[config.mk]
export PLATFORM = sky130hd
export DESIGN_NAME = freq_rule_cache
export DESIGN_NICKNAME = d
export VERILOG_FILES = /design/src/rtl/frc_pkg.sv /design/src/rtl/frc_min_pick.sv /design/src/rtl/frc_ctrl.sv /design/src/rtl/frc_store.sv /design/src/rtl/freq_rule_cache.sv
export SDC_FILE = /design/constraint.sdc
export NUM_CORES = 1
export LEC_CHECK = 0
export CELL_PAD_IN_SITES_DETAIL_PLACEMENT = 1
export CELL_PAD_IN_SITES_GLOBAL_PLACEMENT = 1
export CORE_MARGIN = 2
export CORE_UTILIZATION = 45
export CTS_BUF_LIST = sky130_fd_sc_hd__clkbuf_2
export CTS_CLUSTER_DIAMETER = 200
export DETAILED_ROUTE_END_ITERATION = 7
export DONT_BUFFER_PORTS = 1
export PLACE_DENSITY = 0.82
export SETUP_SLACK_MARGIN = 0.1
export SYNTH_ARGS = -nofsm -noshare
export SYNTH_HDL_FRONTEND = slang
export SYNTH_SLANG_ARGS = --single-unit
[constraint.sdc]
create_clock -name clk -period 6.3 [get_ports clk]
set_clock_uncertainty 0.2 [all_clocks]
set_input_delay 0.63 -clock clk [delete_from_list [all_inputs] [get_ports clk]]
set_output_delay 0.63 -clock clk [all_outputs]
set_load 0.02 [all_outputs]
[src/rtl/frc_pkg.sv]
package frc_pkg;

  // Update strobes sent from control to the slot store.
  typedef struct packed {
    logic shiftEn;  // write front entry into slot 0, shift slots below the hole
    logic bumpEn;   // saturating count increment of one slot, in place
  } frc_strobe_t;

endpackage

[src/rtl/frc_min_pick.sv]
module frc_min_pick #(
  parameter int OLD_SZ = 3,
  parameter int CNT_W  = 4,
  localparam int IW    = $clog2(OLD_SZ + 1)
) (
  input  logic [OLD_SZ*CNT_W-1:0] oldCnts,
  output logic [IW-1:0]           pickIdx
);

  logic [CNT_W-1:0] bestCnt;

  // Scan from the OLD head to the tail; "<=" lets later (tail-side) equals win.
  always_comb begin
    pickIdx = '0;
    bestCnt = oldCnts[CNT_W-1:0];
    for (int j = 1; j < OLD_SZ; j++) begin
      if (oldCnts[j*CNT_W +: CNT_W] <= bestCnt) begin
        bestCnt = oldCnts[j*CNT_W +: CNT_W];
        pickIdx = IW'(j);
      end
    end
  end

endmodule

[src/rtl/frc_ctrl.sv]
module frc_ctrl
  import frc_pkg::*;
#(
  parameter int NEW_SZ  = 3,
  parameter int MID_EFF = 3,
  parameter int OLD_SZ  = 3,
  parameter int ID_W    = 8,
  parameter int CNT_W   = 4,
  parameter bit HAS_MID = 1'b1,
  localparam int SLOTS  = NEW_SZ + MID_EFF + OLD_SZ,
  localparam int PW     = $clog2(SLOTS + 1),
  localparam int IW     = $clog2(OLD_SZ + 1)
) (
  input  logic                   clk,
  input  logic                   rstN,
  input  logic                   accValid,
  input  logic                   accHit,
  input  logic [ID_W-1:0]        accId,
  input  logic [SLOTS-1:0]       entValid,
  input  logic [SLOTS*ID_W-1:0]  entIds,
  input  logic [SLOTS*CNT_W-1:0] entCnts,
  output frc_strobe_t            strobe,
  output logic [PW-1:0]          holePos,
  output logic [PW-1:0]          bumpPos,
  output logic [ID_W-1:0]        frontId,
  output logic [CNT_W-1:0]       frontCnt,
  output logic                   victimValid,
  output logic [ID_W-1:0]        victimId
);

  localparam int OLD_BASE = NEW_SZ + MID_EFF;
  localparam logic [CNT_W-1:0] CMAX = '1;

  logic [SLOTS-1:0] matchVec;
  logic             hitFound;
  logic [PW-1:0]    hitPos;
  logic [PW-1:0]    fillCnt;
  logic             isFull;
  logic             inNew;
  logic             inMid;
  logic [CNT_W-1:0] hitCnt;
  logic [IW-1:0]    pickIdx;
  logic [PW-1:0]    victimPos;
  logic [ID_W-1:0]  evictId;
  logic             doEvict;

  for (genvar i = 0; i < SLOTS; i++) begin : g_match
    assign matchVec[i] = entValid[i] && (entIds[i*ID_W +: ID_W] == accId);
  end

  always_comb begin
    hitFound = 1'b0;
    hitPos   = '0;
    for (int i = SLOTS - 1; i >= 0; i--) begin
      if (matchVec[i]) begin
        hitFound = 1'b1;
        hitPos   = PW'(i);
      end
    end
  end

  always_comb begin
    fillCnt = '0;
    for (int i = 0; i < SLOTS; i++) fillCnt = fillCnt + PW'(entValid[i]);
  end

  assign isFull = (fillCnt == PW'(SLOTS));
  assign inNew  = (hitPos < PW'(NEW_SZ));
  assign inMid  = !inNew && (hitPos < PW'(OLD_BASE));
  assign hitCnt = entCnts[int'(hitPos)*CNT_W +: CNT_W];

  frc_min_pick #(
    .OLD_SZ(OLD_SZ),
    .CNT_W (CNT_W)
  ) u_pick (
    .oldCnts(entCnts[SLOTS*CNT_W-1 : OLD_BASE*CNT_W]),
    .pickIdx(pickIdx)
  );

  assign victimPos = PW'(OLD_BASE) + PW'(pickIdx);
  assign evictId   = entIds[int'(victimPos)*ID_W +: ID_W];
  assign doEvict   = accValid && !accHit && isFull;

  always_comb begin
    strobe   = '0;
    holePos  = '0;
    bumpPos  = hitPos;
    frontId  = accId;
    frontCnt = CNT_W'(1);
    if (accValid) begin
      if (!accHit) begin
        strobe.shiftEn = 1'b1;
        holePos        = isFull ? victimPos : fillCnt;
      end else if (hitFound) begin
        if (inNew) begin
          strobe.shiftEn = 1'b1;
          holePos        = hitPos;
          frontCnt       = hitCnt;
        end else if (inMid) begin
          strobe.shiftEn = 1'b1;
          holePos        = hitPos;
          frontCnt       = (hitCnt == CMAX) ? hitCnt : hitCnt + 1'b1;
        end else if (!HAS_MID) begin
          strobe.bumpEn = 1'b1;
        end
      end
    end
  end

  always_ff @(posedge clk or negedge rstN) begin
    if (!rstN) begin
      victimValid <= 1'b0;
      victimId    <= '0;
    end else begin
      victimValid <= doEvict;
      if (doEvict) victimId <= evictId;
    end
  end

  // a MID hit lands at the head with a live count
  p_mid_front_r5: assert property (@(posedge clk) disable iff (!rstN)
    (accValid && accHit && hitFound && inMid) |=>
      (entValid[0] && entIds[ID_W-1:0] == $past(accId) && entCnts[CNT_W-1:0] != '0));

  // with MID present, an OLD hit is a no-op on the slots
  p_old_hold_r7: assert property (@(posedge clk) disable iff (!rstN)
    (HAS_MID && accValid && accHit && hitFound && !inNew && !inMid) |=>
      ($stable(entValid) && $stable(entIds) && $stable(entCnts)));

  // hit on an absent id changes nothing
  p_absent_hold_r8: assert property (@(posedge clk) disable iff (!rstN)
    (accValid && accHit && !hitFound) |=>
      ($stable(entValid) && $stable(entIds) && $stable(entCnts)));

  // idle cycle keeps state and raises no victim
  p_idle_hold_r11: assert property (@(posedge clk) disable iff (!rstN)
    !accValid |=> ($stable(entValid) && $stable(entIds) && $stable(entCnts) && !victimValid));

endmodule

[src/rtl/frc_store.sv]
module frc_store
  import frc_pkg::*;
#(
  parameter int SLOTS = 9,
  parameter int ID_W  = 8,
  parameter int CNT_W = 4,
  localparam int PW   = $clog2(SLOTS + 1)
) (
  input  logic                   clk,
  input  logic                   rstN,
  input  frc_strobe_t            strobe,
  input  logic [PW-1:0]          holePos,
  input  logic [PW-1:0]          bumpPos,
  input  logic [ID_W-1:0]        frontId,
  input  logic [CNT_W-1:0]       frontCnt,
  output logic [SLOTS-1:0]       entValid,
  output logic [SLOTS*ID_W-1:0]  entIds,
  output logic [SLOTS*CNT_W-1:0] entCnts
);

  localparam logic [CNT_W-1:0] CMAX = '1;

  logic             vQ  [SLOTS];
  logic [ID_W-1:0]  idQ [SLOTS];
  logic [CNT_W-1:0] cQ  [SLOTS];
  logic             vN  [SLOTS];
  logic [ID_W-1:0]  idN [SLOTS];
  logic [CNT_W-1:0] cN  [SLOTS];

  always_comb begin
    for (int i = 0; i < SLOTS; i++) begin
      vN[i]  = vQ[i];
      idN[i] = idQ[i];
      cN[i]  = cQ[i];
    end
    if (strobe.shiftEn) begin
      for (int i = SLOTS - 1; i > 0; i--) begin
        if (i <= int'(holePos)) begin
          vN[i]  = vQ[i-1];
          idN[i] = idQ[i-1];
          cN[i]  = cQ[i-1];
        end
      end
      vN[0]  = 1'b1;
      idN[0] = frontId;
      cN[0]  = frontCnt;
    end else if (strobe.bumpEn && int'(bumpPos) < SLOTS) begin
      if (cQ[int'(bumpPos)] != CMAX) cN[int'(bumpPos)] = cQ[int'(bumpPos)] + 1'b1;
    end
  end

  always_ff @(posedge clk or negedge rstN) begin
    if (!rstN) begin
      for (int i = 0; i < SLOTS; i++) begin
        vQ[i]  <= 1'b0;
        idQ[i] <= '0;
        cQ[i]  <= '0;
      end
    end else begin
      for (int i = 0; i < SLOTS; i++) begin
        vQ[i]  <= vN[i];
        idQ[i] <= idN[i];
        cQ[i]  <= cN[i];
      end
    end
  end

  for (genvar i = 0; i < SLOTS; i++) begin : g_out
    assign entValid[i]                 = vQ[i];
    assign entIds[i*ID_W +: ID_W]      = idQ[i];
    assign entCnts[i*CNT_W +: CNT_W]   = cQ[i];

    // an occupied slot never carries a zero count
    p_cnt_live_r9: assert property (@(posedge clk) disable iff (!rstN)
      vQ[i] |-> (cQ[i] != '0));

    if (i > 0) begin : g_pack
      // occupancy is a contiguous run from slot 0
      p_packed_r3: assert property (@(posedge clk) disable iff (!rstN)
        vQ[i] |-> vQ[i-1]);
    end
  end

endmodule

[src/rtl/freq_rule_cache.sv]
module freq_rule_cache
  import frc_pkg::*;
#(
  parameter int NEW_SZ  = 3,
  parameter int MID_SZ  = 3,
  parameter int OLD_SZ  = 3,
  parameter int ID_W    = 8,
  parameter int CNT_W   = 4,
  parameter bit HAS_MID = 1'b1,
  localparam int MID_EFF = HAS_MID ? MID_SZ : 0,
  localparam int SLOTS   = NEW_SZ + MID_EFF + OLD_SZ
) (
  input  logic                   clk,
  input  logic                   rstN,
  input  logic                   accValid,
  input  logic                   accHit,
  input  logic [ID_W-1:0]        accId,
  output logic [SLOTS-1:0]       slotValid,
  output logic [SLOTS*ID_W-1:0]  slotIds,
  output logic [SLOTS*CNT_W-1:0] slotCnts,
  output logic                   victimValid,
  output logic [ID_W-1:0]        victimId
);

  localparam int PW = $clog2(SLOTS + 1);

  frc_strobe_t      strobe;
  logic [PW-1:0]    holePos;
  logic [PW-1:0]    bumpPos;
  logic [ID_W-1:0]  frontId;
  logic [CNT_W-1:0] frontCnt;

  frc_ctrl #(
    .NEW_SZ (NEW_SZ),
    .MID_EFF(MID_EFF),
    .OLD_SZ (OLD_SZ),
    .ID_W   (ID_W),
    .CNT_W  (CNT_W),
    .HAS_MID(HAS_MID)
  ) u_ctrl (
    .clk        (clk),
    .rstN       (rstN),
    .accValid   (accValid),
    .accHit     (accHit),
    .accId      (accId),
    .entValid   (slotValid),
    .entIds     (slotIds),
    .entCnts    (slotCnts),
    .strobe     (strobe),
    .holePos    (holePos),
    .bumpPos    (bumpPos),
    .frontId    (frontId),
    .frontCnt   (frontCnt),
    .victimValid(victimValid),
    .victimId   (victimId)
  );

  frc_store #(
    .SLOTS(SLOTS),
    .ID_W (ID_W),
    .CNT_W(CNT_W)
  ) u_store (
    .clk     (clk),
    .rstN    (rstN),
    .strobe  (strobe),
    .holePos (holePos),
    .bumpPos (bumpPos),
    .frontId (frontId),
    .frontCnt(frontCnt),
    .entValid(slotValid),
    .entIds  (slotIds),
    .entCnts (slotCnts)
  );

  // a miss places the id at the NEW head with count 1
  p_insert_head_r2: assert property (@(posedge clk) disable iff (!rstN)
    (accValid && !accHit) |=>
      (slotValid[0] && slotIds[ID_W-1:0] == $past(accId) && slotCnts[CNT_W-1:0] == CNT_W'(1)));

  // a victim is only reported after a miss on a full cache
  p_victim_full_r4: assert property (@(posedge clk) disable iff (!rstN)
    victimValid |-> $past(accValid && !accHit && (&slotValid)));

endmodule

# [Word level (Yosys, flattened, before mapping)]
# Index checks and enable logic that the tools add are counted.
[classes] eq_ne=11 n_reduce_logical=22 n_addsub=10 n_shift=2 muxes=38 order_cmp=12
[op_table] cell="two-way mux 4 bit" count=22
[op_table] cell="equality test 8 bit" count=9
[op_table] cell="variable part select 72 x 8 -> 8 bit" count=1
[op_table] cell="variable part select 36 x 7 -> 4 bit" count=1
[op_table] cell="adder 4 x 1 -> 4 bit" count=7
[op_table] cell="<= comparator 3 x 4 -> 1 bit, first input constant" count=4
[op_table] cell="AND reduction 2 bit" count=8
[op_table] cell="two-way mux 1 bit" count=15
[op_table] cell="logical AND 1 bit" count=12
[op_table] cell="equality test 4 bit, second input constant" count=2
[op_table] cell="<= comparator 2 x 4 -> 1 bit, first input constant" count=2
[op_table] cell="<= comparator 4 bit" count=2
[op_table] cell="adder 3 x 2 -> 4 bit, first input constant" count=1
[op_table] cell="adder 4 x 1 -> 4 bit, second input constant" count=1
[op_table] cell="<= comparator 1 x 4 -> 1 bit, first input constant" count=1
[op_table] cell="<= comparator 4 bit, first input constant" count=1
[op_table] cell="less-than comparator 4 x 2 -> 1 bit, second input constant" count=1
[op_table] cell="less-than comparator 4 x 3 -> 1 bit, second input constant" count=1
[op_table] cell="adder 1 x 1 -> 2 bit" count=1
[op_table] cell="zero test 1 bit" count=2
[op_table] cell="two-way mux 2 bit" count=1
[totals] register_bits=126 output_inout_bits=126

# [Logic depth before layout (Yosys ltp)]
[logic_depth] word_depth=21 depth_mapped=25 ltp_nobuf=20

# [By module]
# Synthesis repeated with hierarchy kept, for this count alone.
[hier_totals] cells_unflattened=800 hier_area_um2=8286.7
[by_module_without_submodules] mod="frc_store" cells_per_inst=434 area_per_inst_um2=5358.9 seq_area_each_um2=2927.8 instances=1
[by_module_without_submodules] mod="frc_ctrl" cells_per_inst=338 area_per_inst_um2=2670.1 seq_area_each_um2=225.2 instances=1
[by_module_without_submodules] mod="frc_min_pick" cells_per_inst=28 area_per_inst_um2=257.7 seq_area_each_um2=0.0 instances=1

# [Worst setup path after synthesis]
# OpenSTA, ideal clock, no wires.
[synth_path] path_kind="register to register" startpoint="reg u_store.cQ, in the netlist u_store.entCnts[25]" endpoint="reg u_store.cQ, in the netlist u_store.entCnts[15]" period_less_slack_ns=4.992 slack_ns=1.308 t_arrival_ns=4.668 setup_ns=0.125 stages_incl_launch_ff=25 required_ns=5.975 cell_sequence="dfrtp_1 inv_1 ha_1 nor2b_1 o21ai_0 nand2b_1 a21oi_1 a41o_1 clkbuf_1 buf_1 nor2_1 a21oi_1 ha_1 nor2b_1 o21ai_0 nand2b_1 a21oi_1 a41o_1 clkbuf_1 nor2b_1 o311a_1 o21ai_1 o21a_1 buf_2 mux2_2"
[synth_via] elab_chain_len=10 word_cells_on_any_way=11
[synth_lines] element="start: declaration" line_no="frc_store.sv:25" text="logic [CNT_W-1:0] cQ [SLOTS];"
[synth_lines] element="start signal: indexed assignment" line_no="frc_store.sv:63" text="cQ[i] <= cN[i];"
[synth_lines] element="<= comparator 4 bit" line_no="frc_min_pick.sv:17" text="if (oldCnts[j*CNT_W +: CNT_W] <= bestCnt) begin"
[synth_lines] element="two-way mux 4 bit" line_no="frc_min_pick.sv:17"
[synth_lines] element="<= comparator 4 bit" line_no="frc_min_pick.sv:17"
[synth_lines] element="two-way mux 2 bit (*)" line_no="frc_min_pick.sv:17"
[synth_lines] element="adder 3 x 2 -> 4 bit (*)" line_no="frc_ctrl.sv:80" text="assign victimPos = PW'(OLD_BASE) + PW'(pickIdx);"
[synth_lines] element="two-way mux 4 bit (*)" line_no="frc_ctrl.sv:93" text="holePos = isFull ? victimPos : fillCnt;"
[synth_lines] element="two-way mux 4 bit (*)" line_no="frc_ctrl.sv:91" text="if (!accHit) begin"
[synth_lines] element="two-way mux 4 bit (*)" line_no="frc_ctrl.sv:90" text="if (accValid) begin"
[synth_lines] element="<= comparator 2 x 4 -> 1 bit (*)" line_no="frc_store.sv:38" text="if (i <= int'(holePos)) begin"
[synth_lines] element="AND reduction 2 bit (no source line) (*)"
# Mark *: on every way between the ends. The rest lies on a longest branch, timed or not.
# A chain may end at the register's enable or synchronous reset.

# [Final worst setup path]
[layout_path] startpoint="reg u_store.vQ, in the netlist u_store.entValid[1]" endpoint="reg u_store.idQ, in the netlist u_store.entIds[60]"
[layout_via] elab_chain_len=14 word_cells_on_any_way=31
[layout_lines] element="start: declaration" line_no="frc_store.sv:23" text="logic vQ [SLOTS];"
[layout_lines] element="start signal: indexed assignment" line_no="frc_store.sv:61" text="vQ[i] <= vN[i];"
[layout_lines] element="adder 1 x 1 -> 2 bit" line_no="frc_ctrl.sv:64" text="for (int i = 0; i < SLOTS; i++) fillCnt = fillCnt + PW'(entValid[i]);"
[layout_lines] element="adder 4 x 1 -> 4 bit (7 in series)" line_no="frc_ctrl.sv:64"
[layout_lines] element="equality test 4 bit" line_no="frc_ctrl.sv:67" text="assign isFull = (fillCnt == PW'(SLOTS));"
[layout_lines] element="two-way mux 4 bit" line_no="frc_ctrl.sv:93"
[layout_lines] element="two-way mux 4 bit" line_no="frc_ctrl.sv:91"
[layout_lines] element="two-way mux 4 bit" line_no="frc_ctrl.sv:90"
[layout_lines] element="<= comparator 3 x 4 -> 1 bit" line_no="frc_store.sv:38"
[layout_lines] element="AND reduction 2 bit (no source line) (*)"
[layout_lines] element="end signal: indexed assignment" line_no="frc_store.sv:62" text="idQ[i] <= idN[i];"
[layout_lines] element="end: declaration" line_no="frc_store.sv:24" text="logic [ID_W-1:0] idQ [SLOTS];"
# Marked as above.

==> results.json <==
{
  "status": "finished clean",
  "tightest_slew_ns": 1.26,
  "ys_ff_latch": 126,
  "hold_viol_final": 0,
  "dpl.hpwl_um": 15400,
  "hold_class": "in -> reg",
  "die_w_um": 130,
  "antenna_found_initial": 0,
  "place.gp.congestion": 0.884,
  "period_share_pct": 91.8,
  "start_util_pct": 46.4,
  "fin_tns_setup_ns": 0,
  "critPathKind": "reg -> reg",
  "syn-num-nets": 648,
  "ys_seq_area_share_pct": 44.3,
  "post_cts_buffers": 0,
  "slew_headroom_pct": 16.0,
  "final_nets": 661,
  "ys_types": 65,
  "clock_sinks": 126,
  "netlist_instances": 616,
  "port_buffers": 0,
  "synth-edff-count": 0,
  "area_growth_pct": 8.00,
  "row_count": 45,
  "grt_pass1_wl_um": 33500,
  "chipHeight_um": 130,
  "drt_wl_total_um": 21300,
  "clockBufferDepth": 2,
  "htree_num_levels": 4,
  "final_area_um2": 7680,
  "drive_above_1_share_pct": 25.7,
  "report.final.slew_viol_count": 0,
  "ctsRootBufferMaster": "clkbuf_2",
  "critPathMaxFanout": 19,
  "clock_latency_ns": 0.76,
  "overflow": 0,
  "clk_pin_slew_ns": 0.22,
  "cap_violations": 0,
  "avgSynthCellArea_um2": 11.5,
  "end_kind": "flip-flop",
  "die_area_um2": 16800,
  "crit_required_ns": 6.75,
  "dr.pass1.iters": 4,
  "clock.fmax_mhz": 173,
  "synth-async-reset-ratio_pct": 100,
  "final_common_cell": "dfrtp_1",
  "ant_nets": 0,
  "io_pins": 138,
  "rsz0062_at_grt": "no",
  "max-vdd-ir-drop_v": 0.000332,
  "worst_setup_path_start_kind": "flip-flop",
  "power_density_nw_per_um2": 554,
  "ys.flop_type": "dfrtp_1",
  "drtIter0Drc": 300,
  "vias": 5163,
  "numCtsBuffers": 17,
  "final_cell_mix": "dfrtp_1, mux2_2, xnor2_1",
  "setup_violations": 0,
  "cp.arrival_ns": 6.24,
  "synth_area_um2": 7110,
  "grt.total_usage_pct": 26.5,
  "grt_pass1_vias": 5718,
  "wire_per_inst_um": 25.0,
  "drc": 0,
  "core-area_um2": 15300,
  "via_per_inst": 6.05,
  "antenna_cells": 0,
  "grt_max_degree": 127,
  "placed_area_um2": 7260,
  "min_period_ns": 5.79,
  "cts_tree": "done",
  "p_leak_uw": 0.00327,
  "synth_warnings": 0
}
[sequential cells by signal (all words and copies together) (netlist names)]
register and cells:
u_store.entIds 72, u_store.entCnts 36, u_ctrl.victimValid 1, u_ctrl.victimId 8, u_store.entValid 9
[per-stage QoR]
step / utilization, % / std cells / hold WS [ns] / power [uW] / setup slack, ns
floorplan: - / 616 / 0.134 / 3100 / 1.31
global placement: 47.4 / 808 / 0.140 / 3470 / 0.861
detailed placement: 47.4 / 808 / 0.141 / 3640 / 0.604
CTS: 50.1 / 853 / 0.0483 / 4260 / 0.558
global route: 50.2 / 853 / 0.0741 / 4520 / 0.152
finish: 50.2 / 853 / 0.0901 / 4260 / 0.514
[report_power, final]
group	switching, uW	internal (uW)	leakage (uW)
Clock	349	228	0.000153
Combinational	961	814	0.00156
Sequential	822	1080	0.00157
[cell families (layout without fill, tap and decap cells)]
family,after synthesis,after routing,synth area share (%)
XOR/XNOR,74,74,9.11
flip-flops,126,126,44.3
multiplexers,135,135,21.0
buffers and inverters,45,71,3.34
adder cells (fa/ha/maj),20,20,4.05
AND/OR/NAND/NOR,146,146,11.0
AO/OA/AOI/OAI,70,70,7.18
[synthesized netlist by cell type, drive strengths merged, types with 3 or more instances]
cell | n | area [um2]
buf | 15 | 125
nand2b | 4 | 25.0
nand4 | 11 | 68.8
o21ai | 23 | 115
a21oi | 8 | 40.0
nor2 | 18 | 75.1
nor3 | 14 | 80.1
ha | 15 | 188
nand3 | 20 | 100
clkbuf | 9 | 33.8
o22ai | 4 | 25.0
or3 | 7 | 43.8
xnor2 | 65 | 569
dfrtp | 126 | 3150
nand2 | 45 | 169
mux2 | 115 | 1300
a211oi | 7 | 70.1
mux2i | 20 | 200
xor2 | 9 | 78.8
nor4 | 8 | 80.1
inv | 21 | 78.8
fa | 5 | 100
nor2b | 6 | 37.5
o31a | 3 | 27.5
o21a | 3 | 23.8
a21o | 3 | 22.5
[critical path: stages, from the launching register on]
cell,delay (ns)
dfrtp_1,0.62
ha_1,0.31
inv_1,0.08
fa_1,0.44
fa_1,0.47
fa_1,0.49
inv_1,0.04
ha_1,0.21
fa_1,0.38
xnor2_1,0.16
nand2_1,0.09
o21ai_0,0.09
a21o_1,0.44
nor2_4,0.54
a21boi_2,0.71
mux2_2,0.40
[worst paths after layout]
| check | startpoint | to | slack, ns | depth (start not counted) |
|---|---|---|---|---|
| setup / recovery | u_store.entValid[1]$_DFFE_PN0P_ | u_store.entIds[60]$_DFFE_PN0P_ | 0.51 | 15 |
| hold / removal | accHit | u_store.entCnts[1]$_DFFE_PN0P_ | 0.09 | 3 |
| setup reg to reg | u_store.entValid[1]$_DFFE_PN0P_ | u_store.entIds[60]$_DFFE_PN0P_ | 0.51 | 15 |
| hold reg to reg | u_store.entCnts[20]$_DFFE_PN0P_ | u_store.entCnts[24]$_DFFE_PN0P_ | 0.49 | 2 |
| max in group asynchronous | rstN | u_store.entIds[12]$_DFFE_PN0P_ | 5.12 | 2 |
| min in group asynchronous | rstN | u_ctrl.victimValid$_DFF_PN0_ | 0.27 | 2 |
[per-layer routing]
layer / routed length [um] / share of wire (%) / up-vias / track usage, %
li1: - / - / 2233 / -
met1: 8740 / 41 / 2723 / 32.4
met2: 10600 / 50 / 177 / 44.3
met3: 1610 / 7.5 / 30 / 9.02
met4: 344 / 1.6 / 0 / 8.35
met5: 0 / 0 / - / 0
[final cells by class]
type	instances	area [um2]
sequential	126	3150
multi-input combinational	445	3730
inverter	21	78.8
fill	1676	7630
tap	211	264
clock inverter	15	186
clock buffer	17	85.1
timing repair buffer	18	185
[timing repair]
action / in CTS / in global routing
endpoints found under the hold margin: 139 / 0
hold buffers: 13 / 0
gates resized for setup: 0 / 1
endpoints found under the setup margin: 0 / 12
No activity file was read; power rests on OpenSTA's default activity.
